--- config.mk ---
export PLATFORM = sky130hd
export DESIGN_NAME = dual_cs_sequencer
export DESIGN_NICKNAME = d
export VERILOG_FILES = /design/src/rtl/dcs_pkg.sv /design/src/rtl/dcs_zone_resolve.sv /design/src/rtl/dcs_cfg_pick.sv /design/src/rtl/dcs_access_timer.sv /design/src/rtl/dual_cs_sequencer.sv
export SDC_FILE = /design/constraint.sdc
export NUM_CORES = 1
export LEC_CHECK = 0
export BUFFER_PORTS_ARGS = -buffer_cell sky130_fd_sc_hd__buf_4
export CORE_MARGIN = 5
export CORE_UTILIZATION = 35
export DETAILED_ROUTE_END_ITERATION = 16
export PLACE_DENSITY = 0.64
export SETUP_SLACK_MARGIN = 0.05
export SYNTH_ARGS = -nofsm -noshare
export SYNTH_HDL_FRONTEND = slang
export SYNTH_HIERARCHICAL = 1
export SYNTH_SLANG_ARGS = --single-unit
--- constraint.sdc ---
create_clock -name clk_i -period 2.8 [get_ports clk_i]
set_input_delay 0.42 -clock clk_i [delete_from_list [all_inputs] [get_ports clk_i]]
set_output_delay 0.42 -clock clk_i [all_outputs]
set_load 0.02 [all_outputs]
--- src/rtl/dcs_pkg.sv ---
package dcs_pkg;
  typedef enum logic [1:0] {
    ST_IDLE   = 2'd0,
    ST_ACTIVE = 2'd1,
    ST_WRAP   = 2'd2
  } dcs_state_e;
endpackage

--- src/rtl/dcs_zone_resolve.sv ---
module dcs_zone_resolve #(
  parameter int unsigned NUM_ZONES = 4
) (
  input  logic [NUM_ZONES-1:0]   zone_hit_i,
  input  logic [2*NUM_ZONES-1:0] zone_map_i,
  output logic                   sel0_o,
  output logic                   sel1_o
);
  logic [NUM_ZONES-1:0] claim0, claim1;

  for (genvar z = 0; z < NUM_ZONES; z++) begin : g_zone
    assign claim0[z] = zone_hit_i[z] & zone_map_i[2*z];
    assign claim1[z] = zone_hit_i[z] & zone_map_i[2*z+1];
  end

  // select 0 has fixed priority
  assign sel0_o = |claim0;
  assign sel1_o = (|claim1) & ~sel0_o;
endmodule

--- src/rtl/dcs_cfg_pick.sv ---
module dcs_cfg_pick #(
  parameter int unsigned WAIT_W = 4
) (
  input  logic              sel0_i,
  input  logic [WAIT_W-1:0] cs0_wait_i,
  input  logic              cs0_var_en_i,
  input  logic [WAIT_W-1:0] cs1_wait_i,
  input  logic              cs1_var_en_i,
  output logic [WAIT_W-1:0] wait_o,
  output logic              var_en_o
);
  always_comb begin
    if (sel0_i) begin
      wait_o   = cs0_wait_i;
      var_en_o = cs0_var_en_i;
    end else begin
      wait_o   = cs1_wait_i;
      var_en_o = cs1_var_en_i;
    end
  end
endmodule

--- src/rtl/dcs_access_timer.sv ---
module dcs_access_timer
  import dcs_pkg::*;
#(
  parameter int unsigned WAIT_W = 4
) (
  input  logic              clk_i,
  input  logic              rst_ni,
  input  logic              start_i,
  input  logic              sel0_i,
  input  logic              sel1_i,
  input  logic [WAIT_W-1:0] wait_i,
  input  logic              var_en_i,
  input  logic              ready_i,
  output logic [1:0]        cs_act_o,
  output logic              done_o,
  output logic              no_resp_o
);
  dcs_state_e        state_q;
  logic [1:0]        cs_q;
  logic [WAIT_W-1:0] cnt_q;
  logic              var_q;
  logic              done_q;
  logic              noresp_q;
  logic              stretch;

  assign stretch = var_q & ~ready_i;

  always_ff @(posedge clk_i or negedge rst_ni) begin
    if (!rst_ni) begin
      state_q  <= ST_IDLE;
      cs_q     <= 2'b00;
      cnt_q    <= '0;
      var_q    <= 1'b0;
      done_q   <= 1'b0;
      noresp_q <= 1'b0;
    end else begin
      done_q   <= 1'b0;
      noresp_q <= 1'b0;
      unique case (state_q)
        ST_IDLE: begin
          if (start_i) begin
            if (sel0_i || sel1_i) begin
              state_q <= ST_ACTIVE;
              cs_q    <= {sel1_i & ~sel0_i, sel0_i};
              cnt_q   <= wait_i;
              var_q   <= var_en_i;
            end else begin
              noresp_q <= 1'b1;
            end
          end
        end
        ST_ACTIVE: begin
          if (cnt_q != '0) begin
            cnt_q <= cnt_q - 1'b1;
          end else if (!stretch) begin
            cs_q    <= 2'b00;
            state_q <= ST_WRAP;
          end
        end
        ST_WRAP: begin
          state_q <= ST_IDLE;
          done_q  <= 1'b1;
        end
        default: state_q <= ST_IDLE;
      endcase
    end
  end

  assign cs_act_o  = cs_q;
  assign done_o    = done_q;
  assign no_resp_o = noresp_q;

  assert_cs_onehot_R1: assert property (@(posedge clk_i) disable iff (!rst_ni)
    $onehot0(cs_q));

  assert_fixed_hold_R3: assert property (@(posedge clk_i) disable iff (!rst_ni)
    (state_q == ST_ACTIVE && cnt_q != '0) |=> (cs_q == $past(cs_q)));

  assert_noresp_quiet_R4: assert property (@(posedge clk_i) disable iff (!rst_ni)
    no_resp_o |-> (cs_q == 2'b00));

  assert_done_after_R5: assert property (@(posedge clk_i) disable iff (!rst_ni)
    $fell(|cs_q) |=> done_o);

  assert_prio_cs0_R6: assert property (@(posedge clk_i) disable iff (!rst_ni)
    (state_q == ST_IDLE && start_i && sel0_i) |=> (cs_q == 2'b01));

  assert_ready_stretch_R7: assert property (@(posedge clk_i) disable iff (!rst_ni)
    (state_q == ST_ACTIVE && cnt_q == '0 && var_q && !ready_i) |=> (cs_q == $past(cs_q)));

  assert_busy_ignore_R9: assert property (@(posedge clk_i) disable iff (!rst_ni)
    (start_i && state_q != ST_IDLE) |=> !no_resp_o);
endmodule

--- src/rtl/dual_cs_sequencer.sv ---
module dual_cs_sequencer #(
  parameter int unsigned NUM_ZONES = 4,
  parameter int unsigned WAIT_W    = 4
) (
  input  logic                   clk_i,
  input  logic                   rst_ni,
  input  logic                   start_i,
  input  logic [NUM_ZONES-1:0]   zone_hit_i,
  input  logic [2*NUM_ZONES-1:0] zone_map_i,
  input  logic [WAIT_W-1:0]      cs0_wait_i,
  input  logic                   cs0_var_en_i,
  input  logic [WAIT_W-1:0]      cs1_wait_i,
  input  logic                   cs1_var_en_i,
  input  logic                   ready_i,
  output logic [1:0]             cs_no,
  output logic                   done_o,
  output logic                   no_resp_o
);
  logic              sel0, sel1;
  logic [WAIT_W-1:0] pick_wait;
  logic              pick_var;
  logic [1:0]        cs_act;

  dcs_zone_resolve #(.NUM_ZONES(NUM_ZONES)) u_resolve (
    .zone_hit_i (zone_hit_i),
    .zone_map_i (zone_map_i),
    .sel0_o     (sel0),
    .sel1_o     (sel1)
  );

  dcs_cfg_pick #(.WAIT_W(WAIT_W)) u_pick (
    .sel0_i       (sel0),
    .cs0_wait_i   (cs0_wait_i),
    .cs0_var_en_i (cs0_var_en_i),
    .cs1_wait_i   (cs1_wait_i),
    .cs1_var_en_i (cs1_var_en_i),
    .wait_o       (pick_wait),
    .var_en_o     (pick_var)
  );

  dcs_access_timer #(.WAIT_W(WAIT_W)) u_timer (
    .clk_i     (clk_i),
    .rst_ni    (rst_ni),
    .start_i   (start_i),
    .sel0_i    (sel0),
    .sel1_i    (sel1),
    .wait_i    (pick_wait),
    .var_en_i  (pick_var),
    .ready_i   (ready_i),
    .cs_act_o  (cs_act),
    .done_o    (done_o),
    .no_resp_o (no_resp_o)
  );

  assign cs_no = ~cs_act;

  assert_start_low_R10: assert property (@(posedge clk_i) disable iff (!rst_ni)
    (start_i && cs_no == 2'b11 && !done_o && (sel0 || sel1) && !$past(cs_no != 2'b11))
    |=> (cs_no != 2'b11));
endmodule

Word level (Yosys, flattened, before mapping)
Index checks and enable logic that the tools add are counted.

Register bits: 11. Input bits: 26. Output and inout bits: 4. Word-level logic and storage cells: 58.

Add/subtract/negate cells: 1. Equal/unequal tests: 7. Muxes and demuxes: 20. Bitwise gates (word level): 14. Reductions and logical operators: 10.

Operator list (number): two-way mux 2 bit (8); two-way mux 4 bit (4); AND 1 bit (11); case mux 2 bit (2 select lines) (2); case mux 4 bit (2 select lines) (1); AND reduction 4 bit (2); OR reduction 4 bit (2); != test 2 bit (second input constant) (3); two-way mux 1 bit (5); AND reduction 5 bit (1); != test 2 x 1 -> 1 bit (second input constant) (2); nonzero test 4 bit (1); subtractor 4 x 1 -> 4 bit (second input constant) (1); AND reduction 3 bit (1); equality test 2 x 1 -> 1 bit (second input constant) (1); equality test 2 bit (second input constant) (1); zero test 2 bit (1); NOT 1 bit (2); NOT 2 bit (1); nonzero test 2 bit (1); logical OR 1 bit (1).

Depth between registers and ports, before layout
Gate-level depths: netlist of run 1.

Word-level depth: 8. Depth in mapped cells: 7.

Cells and area by module
Netlist of run 1, hierarchy kept.

Modules (own cells, without submodules): dcs_access_timer (instances 1, cells an instance 54, area each 614.3 um^2); dcs_cfg_pick (instances 1, cells an instance 5, area each 56.3 um^2); dcs_zone_resolve (instances 1, cells an instance 6, area each 46.3 um^2); dual_cs_sequencer (instances 1, cells an instance 2, area each 7.5 um^2).

Worst setup path before layout of run 1
No wires, ideal clock.

Path kind: input port to flip-flop. Start point: input zone_hit_i[0]. End point: register u_timer.var_q. Arrival: 1.659 ns. Setup slack: 1.016 ns. Stages: 6. Buffers on the path: 1. Path through: a22oi_1 nand2_1 o21ai_1 or2_1 buf_6 mux2_4.

Cells in the longest elaborated chain, start to end: 6. Elaborated cells on any way between the ends: 9.

Ends and longest elaborated chain: from (decl) (RTL line dual_cs_sequencer.sv:8) `input logic [NUM_ZONES-1:0] zone_hit_i,`; AND 1 bit * (RTL line dcs_zone_resolve.sv:12) `assign claim0[z] = zone_hit_i[z] & zone_map_i[2*z];`; OR reduction 4 bit * (RTL line dcs_zone_resolve.sv:17) `assign sel0_o = |claim0;`; named net sel0 (RTL line dual_cs_sequencer.sv:19) `logic sel0, sel1;`; NOT 1 bit (RTL line dcs_zone_resolve.sv:18) `assign sel1_o = (|claim1) & ~sel0_o;`; AND 1 bit (RTL line dcs_zone_resolve.sv:18); logical OR 1 bit (RTL line dcs_access_timer.sv:42) `if (sel0_i || sel1_i) begin`; AND reduction 3 bit (no line); to (signal assigned) (RTL line dcs_access_timer.sv:46) `var_q <= var_en_i;`; to (decl) (RTL line dcs_access_timer.sv:21) `logic var_q;`.

The timed path passes the listed nets; every way through them passes the cells marked *. A chain may end at the register's enable or synchronous reset.

Final worst setup path of run 1
Start point: input zone_hit_i[2]. End point: register u_timer.var_q.

Same word-level chain as after synthesis.

==> metrics.txt, run 1 <==
outcome=completed; Inst Count DP=about 120; final worst-path cycle share=between 60 and 70%; Critical Path RT=~3000 ps; number of max-cap violations=0; Crit Path Class=input port to register; total gr overflow=0; Max-slew headroom=75.30%; Vias/cell=roughly 4.8; FF+latch area=275.3 sq um; Die Width=around 55 um; Post-CTS Resized=0; share of cells above drive strength 1=49.00%; Hold WC Path Type=input port to register; Worst-Margin Slew=between 300 and 400 ps; total negative slack=0 ps; # fillers=195; Detailed Route WL=roughly 1600 um; Ant. Diodes=0; EDFF count, synth=0; Core Box Area=between 1500 and 2000 sq um; post-synthesis area per instance=roughly 11 sq um; H-tree levels=1; WP data arrival=~2000 ps; largest net degree at the start of global routing=12; vias in the first global route=between 600 and 700; final net count=129; switching component of the power=around 340 uW; pre-CTS WS=about 720 ps; fmax=around 0.56 GHz; Worst setup SP type=input port; vias after detailed routing=about 620; Flop pwr share=roughly 33%; # DRC=0; Non-Filler Instances=between 100 and 150; Clk pwr share=around 13%; RD Place Congestion=about 0.77; synthesized instance count=67; I/O Buffers=29; Worst setup EP type=register; Pint=roughly 500 uW; footprint of the multi-input gates=approximately 400 sq um; insertion delay to the later sink of the worst-skew pair=~270 ps; unrepaired setup endpoints after global routing=no; die area=slightly above 3000 sq um; combinational share of power=between 50% and 60%; crit-path max FO=9; Synth Flop Type=dfrtp_1; DR iter-0 viols=10; Total Routing Usage GR=10.87%; P&R area growth vs syn=38.17%; number of cell rows=16; sw frac=approximately two fifths; PwrDens=approximately 860 nW/um^2; asr flop ratio synth=between 90% and 100%; HPWL Detailed=1331 um; Worst-path clk slew=roughly 60 ps; Syn. warnings=6; CTS buffer count=3; IO Count=30; Final Setup Violations=0; drt pass-1 iters=4; Clock Sinks=11; Fin. Hold Viols=0; WL per Instance=12.83 um; Starting Density=36.93%; initial antenna violation count=0; Synth cell types=34; Mapped Nets=95; post-route minimum period=approximately 1800 ps; flops & latches, synth=11; first-pass GRT wire length=around 2700 um; CTS tree=yes; Pleak=0.4799 nW; Max VDD drop=~0.46 mV; CTS root buffer=clkbuf_4; Fin Clk Skew=between 10 and 15 ps; fin. max-slew vios=0; Clock Path Buffers=2; sequential element share of the synthesized area=between 30% and 40%; Mapped Area=724.4 sq um; Final ANT Viol Nets=0; Final WS setup=around 1000 ps; Die H=~55 um
cells by family (layout without fill, tap and decap cells):
| kind of cell | after synthesis | after routing | share of synthesized area (%) |
|---|---|---|---|
| and+or+nand+nor | 16 | 16 | 15.03 |
| DFF | 11 | 11 | 38.00 |
| buffers and inverters | 9 | 42 | 5.700 |
| AOI/OAI and AO/OA | 21 | 21 | 24.52 |
| adders and majority gates | 2 | 2 | 3.454 |
| muxes | 8 | 8 | 13.30 |
sequential cells by signal, indices dropped and copies added, names as in the netlist:
register,cells
u_timer/cnt_q,4
u_timer/no_resp_o,1
u_timer/done_o,1
u_timer/cs_act_o,2
u_timer/state_q,2
u_timer/var_q,1
worst max-delay path, stage by stage:
cell	delay, ps
buf_4	110
a22oi_1	210
nand2_1	260
o21ai_1	340
or2_1	280
mux2_4	320
timing repair:
item,CTS,global route
setup endpoints to repair,0,0
hold buffers,1,0
endpoints found under the hold margin,11,0
setup buffers,0,0
layout by cell type, fill, tap and decap left out, drive strengths merged, types with 3 or more instances in the layout:
| master | count |
|---|---|
| inv | 8 |
| a21oi | 6 |
| and2b | 3 |
| buf | 29 |
| clkbuf | 4 |
| mux2 | 7 |
| dfrtp | 11 |
power groups by stage:
stage | Clock [mW] | Sequential [mW] | Combinational, mW
finish | 0.108 | 0.283 | 0.465
CTS | 0.112 | 0.282 | 0.470
global route | 0.122 | 0.294 | 0.510
detailed placement | 0 | 0.285 | 0.464
global placement | 0 | 0.283 | 0.459
floorplan | 0 | 0.278 | 0.359
path summary, 6_finish.rpt:
check / from / to / slack [ps] / cells after the start
worst max-delay path: zone_hit_i[2] / u_timer/var_q$_DFFE_PN0P_ / 1000 / 6
worst min-delay path: start_i / u_timer/no_resp_o$_DFF_PN0_ / 450 / 2
worst max register to register: u_timer/cnt_q[0]$_DFFE_PN0P_ / u_timer/cs_act_o[1]$_DFFE_PN0P_ / 1060 / 6
worst min register to register: u_timer/cnt_q[0]$_DFFE_PN0P_ / u_timer/cnt_q[0]$_DFFE_PN0P_ / 470 / 1
max in group asynchronous: rst_ni / u_timer/cs_act_o[1]$_DFFE_PN0P_ / 2130 / 2
min in group asynchronous: rst_ni / u_timer/state_q[0]$_DFFE_PN0P_ / 510 / 2
cells in the mapped netlist (2+ instances only):
| cell | count | area share, % |
|---|---|---|
| a211oi_2 | 2 | 3.5 |
| a21oi_1 | 5 | 3.5 |
| a22o_1 | 2 | 2.4 |
| a22oi_1 | 2 | 2.1 |
| and2b_2 | 2 | 2.4 |
| dfrtp_1 | 11 | 38 |
| ha_1 | 2 | 3.5 |
| inv_1 | 8 | 4.1 |
| mux2_2 | 5 | 7.8 |
| mux2_4 | 2 | 4.1 |
| nand2_1 | 2 | 1.0 |
| nand2b_1 | 2 | 1.7 |
final cells by class:
class                   count  area share [%]
flip-flops and latches     11           27.50
well taps                  27           3.375
inverters                   8           3.000
repair buffers             30           22.75
clock buffers               4           2.625
multi-input cells          47           40.75
stage by stage:
step                hold slack [ps]  power, mW  instance area (sq um)  utilization, %
floorplan                     124.4     0.6369                  724.4               -
global placement              260.8     0.7416                  964.7           49.17
detailed placement            260.9     0.7489                  964.7           49.17
CTS                           439.5     0.8641                   1001           51.02
global route                  429.2     0.9254                   1001           51.02
finish                        446.7     0.8558                   1001           51.02
per-layer routing:
layer / global-route usage (%) / routed length (um) / vias to the layer above
li1: - / - / 310
met4: 3.125 / 10 / 0
met3: 6.061 / 126 / 2
met2: 17.74 / 776 / 18
met5: 0 / 0 / -
met1: 12.07 / 716 / 285
Power figures use the tool's default switching activity.
==> run 2, diff against run 1 <==
Settings changed: PLACE_DENSITY 0.64 to 0.67.
Clock period 2.8 ns to 1.5 ns, I/O delays scaled along.
==> run 2 against run 1 <==
Clock power increased by 84%. Cell count increased by 14%. Non-clock buffer count increased by 18. Sequential share of layout area decreased by 4.5 points. Clock skew decreased by 5.3 ps. Combinational power increased to 2.9 times the previous value. Die area unchanged. Routed wire length increased by 21%. Register-to-register slack got worse by 1100 ps. The run now ends with negative setup slack left. Core utilization increased by 9.9 points. Highest routed layer unchanged. First-iteration DRC count increased by 10%. Count of clock-buffer cells in the layout unchanged.
==> metrics.txt, run 2 (synthesis gave the netlist of run 1 again) <==
Inst Count DP=136 (was 122); outcome=finished, violations left (was completed); I/O Buffers=29 (unchanged); Largest register FFs=4 (unchanged); share of cells above drive strength 1=64.41% (was 49.00%); Max VDD drop=1.043 mV (was 0.4649 mV); largest net degree at the start of global routing=12 (unchanged); Final Setup Violations=1 (was 0); Total Routing Usage GR=13.19% (was 10.87%); Hold WC Path Type=input port to register (unchanged); Max-slew headroom=71.49% (was 75.30%); critical-path cell list=inv_2 > ha_4 > nor3b_4 > buf_6 > o22ai_4 > mux2_4 > a21oi_2 (was buf_4 > a22oi_1 > nand2_1 > o21ai_1 > or2_1 > mux2_4); DR iter-0 viols=11 (was 10); critical path's top delay family=flip-flops (was compound AO/OA/AOI/OAI gates); CP endpoint=u_timer/cnt_q[0]$_DFFE_PN0P_ (was u_timer/var_q$_DFFE_PN0P_); Critical Path RT=1700 ps (was 2950 ps); Die H=55.50 um (unchanged); IO Count=30 (unchanged); Final Core Density=60.91% (was 51.02%); Vias/cell=4.807 (was 4.843); reg2reg start=u_timer/cnt_q[1]$_DFFE_PN0P_ (was u_timer/cnt_q[0]$_DFFE_PN0P_); fmax=approximately 0.66 GHz; final net count=147 (was 129); Worst path max stage delay=380 ps (was 340 ps); Pleak=0.5763 nW (was 0.4799 nW); hold path depth=2 (unchanged); Worst setup EP type=register (unchanged); Worst-Margin Slew=426.7 ps (was 369.8 ps); Clock Path Buffers=2 (unchanged); CTS root buffer=clkbuf_4 (unchanged); Crit Path Class=register to register (was input port to register); slowest CP cell=dfrtp_1 (was o21ai_1); Clock Sinks=11 (unchanged); initial antenna violation count=0 (unchanged); Non-Filler Instances=145 (was 127); most frequent cells in the layout=buf_4 (46), dfrtp_1 (11), inv_1 (6) (was buf_4 (29), dfrtp_1 (11), inv_1 (8)); Hold Slack=257.3 ps (was 446.7 ps); drt pass-1 iters=4 (unchanged); post-route minimum period=about 1500 ps; WL per Instance=13.57 um (was 12.83 um); Ant. Diodes=0 (unchanged); final instance area=1195 sq um (was 1001 sq um); final worst-path cycle share=100.7%; Starting Density=36.93% (unchanged); vias after detailed routing=697 (was 615); overall power=2.061 mW (was 855.8 uW); failing checks=negative setup slack; P&R area growth vs syn=64.94% (was 38.17%); r2r setup slk=-10 ps (was 1060 ps); R2R cell count=7 (was 6); first-pass GRT wire length=3236 um (was 2656 um); fin. max-slew vios=0 (unchanged); H-tree levels=1 (unchanged); Final ANT Viol Nets=0 (unchanged); unrepaired setup endpoints after global routing=yes (was no); Placement Cell Area=1105 sq um (was 964.7 sq um); CP bufs+invs=2 (was 1); WP data arrival=1710 ps (was 1950 ps); Fin Clk Skew=5.611 ps (was 10.88 ps); PwrDens=1725 nW/um^2 (was 855.0 nW/um^2); insertion delay to the later sink of the worst-skew pair=270 ps (about the same); commonest non-fill, non-tap cell in the layout=buf_4 (unchanged); CP startpoint=u_timer/cnt_q[1]$_DFFE_PN0P_ (was zone_hit_i[2]); number of cell rows=16 (unchanged); CTS tree=yes (unchanged); Worst-path clk slew=60 ps (about the same); vias in the first global route=726 (was 618); Worst setup SP type=register (was input port); # fillers=174 (was 195); Largest Register=u_timer/cnt_q (unchanged); Core Box Area=1962 sq um (unchanged); Final WS setup=-10.56 ps (was 1004 ps); RD Place Congestion=0.7442 (was 0.7741); # DRC=0 (unchanged); CTS buffer count=3 (unchanged); HPWL Detailed=1530 um (was 1331 um); Crit path depth=7 (was 6); number of max-cap violations=0 (unchanged); total gr overflow=0 (unchanged); Detailed Route WL=1968 um (was 1629 um); crit-path max FO=4 (was 9); die area=3080 sq um (unchanged); Die Width=55.50 um (unchanged); Reg-to-Reg End=u_timer/cnt_q[0]$_DFFE_PN0P_ (was u_timer/cs_act_o[1]$_DFFE_PN0P_); Fin. Hold Viols=0 (unchanged)
run 2: worst min path at each step:
stage | startpoint | to | slack, ps
6_report | start_i | u_timer/no_resp_o$_DFF_PN0_ | 260
5_1_grt | start_i | u_timer/no_resp_o$_DFF_PN0_ | 240
4_1_cts | start_i | u_timer/no_resp_o$_DFF_PN0_ | 250
3_5_place_dp | rst_ni | u_timer/cs_act_o[0]$_DFFE_PN0P_ | 70
3_3_place_gp | rst_ni | u_timer/cs_act_o[1]$_DFFE_PN0P_ | 70
2_1_floorplan | rst_ni | u_timer/cnt_q[0]$_DFFE_PN0P_ | -70
run 2: per-layer routing:
| metal | GRT usage, % | routed length, um | up-vias |
|---|---|---|---|
| met5 | 0 | 0 | - |
| met4 | 4.514 | 15 | 0 |
| met3 | 5.594 | 123 | 2 |
| met2 | 22.64 | 1019 | 26 |
| met1 | 14.49 | 810 | 319 |
| li1 | - | - | 350 |
run 2: what timing repair did:
item	in CTS	in global routing
gates resized for setup	2	2
pin swaps	2	0
endpoints found under the setup margin	5	9
buffers inserted	3	1
endpoints found under the hold margin	11	0
hold buffers	1	0
run 2: final cells by class:
| class | instances | area (sq um) | share of cell area, % |
|---|---|---|---|
| Multi-Input combinational cell | 47 | 462.9 | 38.74 |
| Timing Repair Buffer | 48 | 366.6 | 30.68 |
| Sequential cell | 11 | 275.3 | 23.04 |
| Tap cell | 27 | 33.78 | 2.827 |
| Inverter | 8 | 30.03 | 2.513 |
| Clock buffer | 4 | 26.28 | 2.199 |
run 2: power by group:
part / internal [mW] / switching, mW
sequential: 0.420 / 0.0903
clock: 0.103 / 0.0957
combinational: 0.750 / 0.603
run 2: through the flow:
stage	setup slack (ps)	TNS, ps
after floorplan	-19.47	-37.73
after global placement	-168.8	-821.6
after detailed placement	-214.7	-1038
after CTS	-4.317	-4.317
after global routing	-88.27	-209.5
final	-10.56	-10.56
